$ cat src/rtl/pal_pkg.sv
package pal_pkg;
    // Default geometry of the array.
    localparam int DIN_W  = 12;
    localparam int NREG_D = 4;
    localparam int NIO_D  = 4;
    localparam int TERMS_D = 8;
endpackage

$ cat src/rtl/pal_fuse_loader.sv
// Serial fuse store. Bits arrive lowest index first; after FUSES shifts the
// map is frozen and done is set. Assumes reset before the first load.
module pal_fuse_loader #(
    parameter int FUSES = 2560
) (
    input  logic             clk,
    input  logic             rst_n,
    input  logic             shift_en,
    input  logic             bit_in,
    output logic [FUSES-1:0] fuses,
    output logic             done
);
    localparam int CW = $clog2(FUSES + 1);

    logic [CW-1:0] cnt;

    assign done = (cnt == CW'(FUSES));

    // Count accepted bits until the map is full.
    always_ff @(posedge clk) begin
        if (!rst_n)
            cnt <= '0;
        else if (shift_en && !done)
            cnt <= cnt + 1'b1;
    end

    // Shift from the top so the first bit lands at index 0.
    always_ff @(posedge clk) begin
        if (shift_en && !done)
            fuses <= {bit_in, fuses[FUSES-1:1]};
    end
endmodule

$ cat src/rtl/pal_and_plane.sv
// AND plane: each row ANDs the literals whose fuse is 1. Column 2s is the
// true literal of signal s, column 2s+1 its complement.
module pal_and_plane #(
    parameter int NSIG = 20,
    parameter int ROWS = 64
) (
    input  logic [ROWS*2*NSIG-1:0] fuses,
    input  logic [NSIG-1:0]        sig,
    output logic [ROWS-1:0]        pt
);
    localparam int COLS = 2 * NSIG;

    logic [COLS-1:0] lit;

    for (genvar s = 0; s < NSIG; s++) begin : g_lit
        assign lit[2*s]     = sig[s];
        assign lit[2*s + 1] = ~sig[s];
    end

    for (genvar r = 0; r < ROWS; r++) begin : g_row
        // A blown fuse (0) forces its column true inside the AND.
        assign pt[r] = &(lit | ~fuses[r*COLS +: COLS]);
    end
endmodule

$ cat src/rtl/pal_reg_cell.sv
// Registered cell: ORs its terms into a D flop. It holds until the map is
// loaded; preload stores the inverse of the applied pin level.
module pal_reg_cell #(
    parameter int TERMS = 8
) (
    input  logic             clk,
    input  logic             rst_n,
    input  logic             loaded,
    input  logic             pre_mode,
    input  logic             pre_lvl,
    input  logic [TERMS-1:0] terms,
    output logic             state
);
    // Clear, preload, or capture the sum of terms.
    always_ff @(posedge clk) begin
        if (!rst_n)
            state <= 1'b0;
        else if (loaded) begin
            if (pre_mode)
                state <= ~pre_lvl;
            else
                state <= |terms;
        end
    end
endmodule

$ cat src/rtl/pal_io_cell.sv
// Combinational cell: term 0 is the drive enable, the remaining terms are
// ORed into the output. Purely combinational.
module pal_io_cell #(
    parameter int TERMS = 8
) (
    input  logic             loaded,
    input  logic [TERMS-1:0] terms,
    output logic             out,
    output logic             en
);
    assign out = |terms[TERMS-1:1];
    assign en  = loaded & terms[0];
endmodule

$ cat src/rtl/pal_array_top.sv
// Programmable AND-OR array with registered and combinational cells.
// Registered cells sit in the middle of the cell order, split evenly by the
// combinational cells. Assumes a reset and a full fuse load before use.
module pal_array_top
    import pal_pkg::*;
#(
    parameter int NDIN  = DIN_W,
    parameter int NREG  = NREG_D,
    parameter int NIO   = NIO_D,
    parameter int TERMS = TERMS_D
) (
    input  logic            clk,
    input  logic            rst_n,
    input  logic            cfg_shift,
    input  logic            cfg_bit,
    output logic            cfg_done,
    input  logic [NDIN-1:0] din,
    input  logic            oe_n,
    input  logic            pre_mode,
    input  logic [NREG-1:0] pre_lvl,
    output logic [NREG-1:0] q_out,
    output logic            q_en,
    input  logic [NIO-1:0]  io_in,
    output logic [NIO-1:0]  io_out,
    output logic [NIO-1:0]  io_oe
);
    localparam int NSIG      = NDIN + NREG + NIO;
    localparam int COLS      = 2 * NSIG;
    localparam int CELLS     = NREG + NIO;
    localparam int ROWS      = CELLS * TERMS;
    localparam int FUSES     = ROWS * COLS;
    localparam int FIRST_REG = NIO / 2;

    logic [FUSES-1:0] fuses;
    logic [NREG-1:0]  state;
    logic [NSIG-1:0]  sig;
    logic [ROWS-1:0]  pt;

    assign sig = {io_in, state, din};

    pal_fuse_loader #(.FUSES(FUSES)) u_loader (
        .clk      (clk),
        .rst_n    (rst_n),
        .shift_en (cfg_shift),
        .bit_in   (cfg_bit),
        .fuses    (fuses),
        .done     (cfg_done)
    );

    pal_and_plane #(.NSIG(NSIG), .ROWS(ROWS)) u_plane (
        .fuses (fuses),
        .sig   (sig),
        .pt    (pt)
    );

    for (genvar k = 0; k < CELLS; k++) begin : g_cell
        if (k >= FIRST_REG && k < FIRST_REG + NREG) begin : g_reg
            pal_reg_cell #(.TERMS(TERMS)) u_reg (
                .clk      (clk),
                .rst_n    (rst_n),
                .loaded   (cfg_done),
                .pre_mode (pre_mode),
                .pre_lvl  (pre_lvl[k-FIRST_REG]),
                .terms    (pt[k*TERMS +: TERMS]),
                .state    (state[k-FIRST_REG])
            );
        end else begin : g_io
            localparam int J = (k < FIRST_REG) ? k : k - NREG;
            pal_io_cell #(.TERMS(TERMS)) u_io (
                .loaded (cfg_done),
                .terms  (pt[k*TERMS +: TERMS]),
                .out    (io_out[J]),
                .en     (io_oe[J])
            );
        end
    end

    assign q_out = ~state;
    assign q_en  = cfg_done & ~oe_n & ~pre_mode;
endmodule

$ cat config.mk
export PLATFORM = sky130hd
export DESIGN_NAME = pal_array_top
export DESIGN_NICKNAME = d
export VERILOG_FILES = /design/src/rtl/pal_pkg.sv /design/src/rtl/pal_fuse_loader.sv /design/src/rtl/pal_and_plane.sv /design/src/rtl/pal_reg_cell.sv /design/src/rtl/pal_io_cell.sv /design/src/rtl/pal_array_top.sv
export SDC_FILE = /design/constraint.sdc
export NUM_CORES = 2
export LEC_CHECK = 0
export ABC_AREA = 1
export BUFFER_PORTS_ARGS = -buffer_cell sky130_fd_sc_hd__buf_4
export CAP_MARGIN = 10
export CORE_MARGIN = 4
export CORE_UTILIZATION = 35
export DETAILED_ROUTE_END_ITERATION = 10
export PLACE_DENSITY = 0.58
export SLEW_MARGIN = 40
export SYNTH_ARGS = -nofsm -noshare
export SYNTH_HDL_FRONTEND = slang
export SYNTH_HIERARCHICAL = 1
export SYNTH_SLANG_ARGS = --single-unit
$ cat constraint.sdc
create_clock -name clk -period 24 [get_ports clk]
set_input_delay 1.2 -clock clk [delete_from_list [all_inputs] [get_ports clk]]
set_output_delay 1.2 -clock clk [all_outputs]
set_load 0.01 [all_outputs]
---- Word-level counts from Yosys, hierarchy flattened ----
Cells that the tools add are included.
word-level totals
  register bits after elaboration ......... 2,576
  logic and storage cells ................. 247
cells by class
  $add $sub $neg .......................... 1
  equality and inequality tests ........... 1
  multiplexer cells ....................... 4
  bitwise logic cells ..................... 161
  reductions and logical operators ........ 74
operators by type and width
  cell                     number
  $not A40 Y40             64
  $or A40 B40 Y40          64
  $reduce_and A40 Y1       64
  $reduce_or A8 Y1         4
  $reduce_or A7 Y1         4
  $not A1 Y1               26
  $add A12 B1 Y12 const B  1
  $eq A12 B12 Y1 const B   1
  $and A1 B1 Y1            6
  $mux W1                  4
  $not A4 Y4               1
  $logic_and A1 B1 Y1      1
  $logic_not A1 Y1         1

---- Longest topological paths before layout ----
  word-level depth ........................ 5
  gate-level depth with buffers ........... 13
  mapped depth without buffers ............ 11

---- Modules after synthesis ----
Netlist, hierarchy kept.
by module, submodules not included
  module           times used  cells an instance  area each (sq um)
  pal_fuse_loader  1           2,693              77,690.8
  pal_and_plane    1           6,936              27,253.6
  pal_reg_cell     4           13                 72.6
  pal_io_cell      4           14                 52.6
  pal_array_top    1           7                  28.8

---- Least setup slack after synthesis ----
OpenSTA, ideal clock, no wires.
  path type ............................... input -> register
  from .................................... input cfg_shift
  to ...................................... register u_loader.fuses[0], enable pin
  arrival ................................. 17,731 ps
  required time ........................... 22,808 ps
  setup slack ............................. 5,077 ps
  stages on the path ...................... 3
  buffers on the path ..................... 1
  cell sequence ........................... inv_1 a21oi_2 buf_4
between the ends
  longest elaborated chain between the ends .. 1
RTL lines
  item                    line                   source
  start: declaration      pal_array_top.sv:14    input logic cfg_shift,
  $logic_and A1 B1 Y1     pal_fuse_loader.sv:29  if (shift_en && !done)
  end signal: assignment  pal_fuse_loader.sv:30  fuses <= {bit_in, fuses[FUSES-1:1]};
  end: declaration        pal_fuse_loader.sv:10  output logic [FUSES-1:0] fuses,
Every way passes these cells.
A chain may end at the register's enable or synchronous reset.

---- Worst setup path after layout ----
  from .................................... register u_loader.cnt[0]
  to ...................................... register u_loader.fuses[586], enable pin
between the ends
  longest elaborated chain between the ends .. 3
RTL lines
  item                      line                   source
  start: declaration        pal_fuse_loader.sv:15  logic [CW-1:0] cnt;
  start signal: assignment  pal_fuse_loader.sv:24  cnt <= cnt + 1'b1;
  $eq A12 B12 Y1            pal_fuse_loader.sv:17  assign done = (cnt == CW'(FUSES));
  $logic_not A1 Y1          pal_fuse_loader.sv:29
  $logic_and A1 B1 Y1       pal_fuse_loader.sv:29
Every way passes these cells.

==> run summary <==
status - finished, final reports clean
hpwl dp - 141 mm
final worst clock skew - 0.0522 ns
Iter 0 DRT Violations - 6164
CP max-delay cell - clkbuf_8
initial antenna violation count - 8
R2R Path End - u_loader/fuses[586]$_DFFE_PP_
Detail Route Antenna Nets - 0
Startpoint Class - register
worst-path maximum fanout - 93
Mapped Area - 0.105 sq mm
met2 track demand over resource - 0.262
first-pass GRT wire length - 380 mm
drt drc - 0
part of the Yosys area used for sequential elements - 0.732
GRT busiest layer - met2
critical path class - register to register
postcts setup bufs - 0
P per Cell Area - 84.2 mW/mm^2
chip width - 557 um
via count - 64074
Die ar. - 0.310 sq mm
area leader, netlist - edfxtp_1
FMAX - 0.171 GHz
Peak VDD IR - 0.0485 mV
arrival time worst endpoint - 6.36 ns
Min-Delay Startpoint - u_loader/fuses[2456]$_DFFE_PP_
RSZ-0062 raised after global routing - false
clock share of power - 0.415
post-synthesis instance total - 9744
met1 track demand over resource - 0.228
vias in the first global route - 60387
post-DR vias/cell - 4.56
Unique masters post-synth - 27
WP buf/inv - 8
largest net degree at the start of global routing - 102
clk root buf - clkbuf_16
Row Count - 201
Placer Congestion - 0.793
Pre-antenna DRT Iters - 6
drt total wl - 260 mm
height of the die - 557 um
share of cells above drive strength 1 - 0.0515
clk slew on worst S/H paths - 0.06 ns
Leak - 52.6 nW
max cap viols - 0
CTS tree - done
Setup violations, final - 0
fin crit share - 0.243
CP max stage delay - 0.73 ns
post-synthesis net count - 9772
CP Capture Type - register
CP dominant cell by count - buf_6
GR met3 Demand/Resource - 0.0265
core area - 0.300 sq mm
combinational power share - 0.050
data required time at the worst endpoint - 24.53 ns
hold path endpoint - u_loader/fuses[2455]$_DFFE_PP_
cts bufs inserted - 288
gr usage total - 0.163
CP Cell Sequence - inv_1 > ha_1 > nand3_1 > nor2_1 > a21oi_4 > buf_12 > buf_16 > buf_6 > buf_6 > buf_6 > buf_6 > clkbuf_8
Worst-Margin Slew - 0.909 ns
total global routing overflow - 0
top cell type's share of synthesized area - 0.729
Switching Share - 0.223
worst skew pair latency - 0.93 ns
Final TNS setup - 0 ns
NumNets Final - 9926
Worst R2R Setup Slack - 18.17 ns
reg2reg path depth - 12
min Tclk post-route - 5.83 ns
CTS H-tree lvls - 5
Post-CTS Hold Fix Bufs - 0
Seq pwr share - 0.535
final hold slack - 0.418 ns
reg-to-reg startpoint - u_loader/cnt[0]$_SDFFE_PN0P_
CTS Sinks - 2576
NetSw - 2.24 mW
Fin. Hold Viols - 0
Slew Limit Fails - 0
WL per Instance - 18.5 um
WHS Path Cells - 0
P&R area growth vs syn - 13.0%
IO Pins - 40
synth warn - 6
PostCTS Resize Cnt - 0
P_int - 7.79 mW
Synth Register Bits - 2576
CP startpoint - u_loader/cnt[0]$_SDFFE_PN0P_
Max-slew headroom - 0.394
syn_area_per_cell - 10.8 sq um
most area-consuming cells after synthesis - edfxtp_1 (73%), nand2_1 (12%), inv_1 (7.5%)
initial core utilization - 0.352
Worst path top cell family by delay - buffers and inverters
buffers added on ports - 39
path category of the worst min-delay check - register to register
Max clock buf depth - 4
==> area by class of cell <==
| type | count | area, sq um |
|---|---|---|
| inverters | 2116 | 8000 |
| clock buffers | 367 | 7650 |
| well taps | 3958 | 4950 |
| flip-flops and latches | 2576 | 77200 |
| diodes | 2 | 5.00 |
| fillers | 28305 | 181000 |
| clock inverters | 126 | 1040 |
| repair buffers | 134 | 1290 |
| multi-input cells | 4782 | 19000 |
==> state kept, by name (all words and copies together), names as in the netlist <==
register                  count
u_loader/fuses             2560
g_cell.g_reg.u_reg/state      4
u_loader/cnt                 12
==> worst reg2reg max path: cells and delay by family, from the launching register on <==
family,cells,cell delay [ns]
buffers and inverters,8,4.45
AO/OA/AOI/OAI,1,0.14
flip-flops,1,0.36
adder cells (fa/ha/maj),1,0.24
AND/OR/NAND/NOR,2,0.18
==> cell usage in the layout, fill, tap and decap left out, drive strengths merged <==
cell      count
a21oi        14
and3          1
buf         127
bufinv       17
clkbuf      374
clkinv      102
clkinvlp      3
dfxtp        16
diode         2
edfxtp     2560
ha            2
inv        2120
nand2      3409
nand3        77
nand4        68
nor2        941
o21a        128
o21ai       134
o21bai        4
xor2          4
==> power by group through the flow <==
stage	Sequential (mW)	Combinational (mW)	Clock, mW
after floorplan	5.54	0.330	0
after CTS	5.37	0.501	4.27
after global placement	5.45	0.489	0
after global routing	5.40	0.560	4.46
after detailed placement	5.46	0.499	0
final	5.37	0.499	4.17
==> Yosys cell counts (all sizes together) <==
cell type and instances:
o21ai 134, xor2 4, edfxtp 2560, clkbuf 63, dfxtp 16, nand4 68
nand3 77, nor2 941, inv 2115, and3 1, o21a 128, buf 207
ha 2, o21bai 4, clkinv 1, nand2 3409, a21oi 14
==> cells by family (layout without fill, tap and decap cells) <==
group | Yosys count | in the layout | share of synthesized area
XOR/XNOR | 4 | 4 | 0.000332
AND/OR/NAND/NOR | 4496 | 4496 | 0.163
other | 0 | 2 | 0
buffers and inverters | 2386 | 2743 | 0.0882
adder cells (fa/ha/maj) | 2 | 2 | 0.000237
flip-flops | 2576 | 2576 | 0.732
AO/OA/AOI/OAI | 280 | 280 | 0.0165
==> worst max-delay path by stage <==
stage,endpoint,slack (ns),depth (start not counted)
after floorplan,u_loader/fuses[0]$_DFFE_PP_,5.08,3
after global placement,u_loader/fuses[612]$_DFFE_PP_,16.66,9
after detailed placement,u_loader/fuses[589]$_DFFE_PP_,17.29,10
after CTS,u_loader/fuses[586]$_DFFE_PP_,17.77,12
after global routing,u_loader/fuses[581]$_DFFE_PP_,17.81,12
final,u_loader/fuses[586]$_DFFE_PP_,18.17,12
==> through the flow <==
stage	total power, mW	worst slack, ns	utilization	std cells	cell area (sq um)
finish	10.0	18.17	0.397	14061	119000
global route	10.4	17.81	0.397	14060	119000
CTS	10.1	17.77	0.397	14059	119000
detailed placement	5.96	17.29	0.368	13566	110000
global placement	5.94	16.66	0.367	13562	110000
floorplan	5.87	5.08	-	9744	105000
==> routing by layer <==
layer / up-vias / share of wire
met3: 396 / 0.072
met4: 0 / 0.027
met1: 31137 / 0.44
met5: - / 0
met2: 1973 / 0.47
li1: 30568 / -
Note: power is estimated with default switching activity, not from simulation.
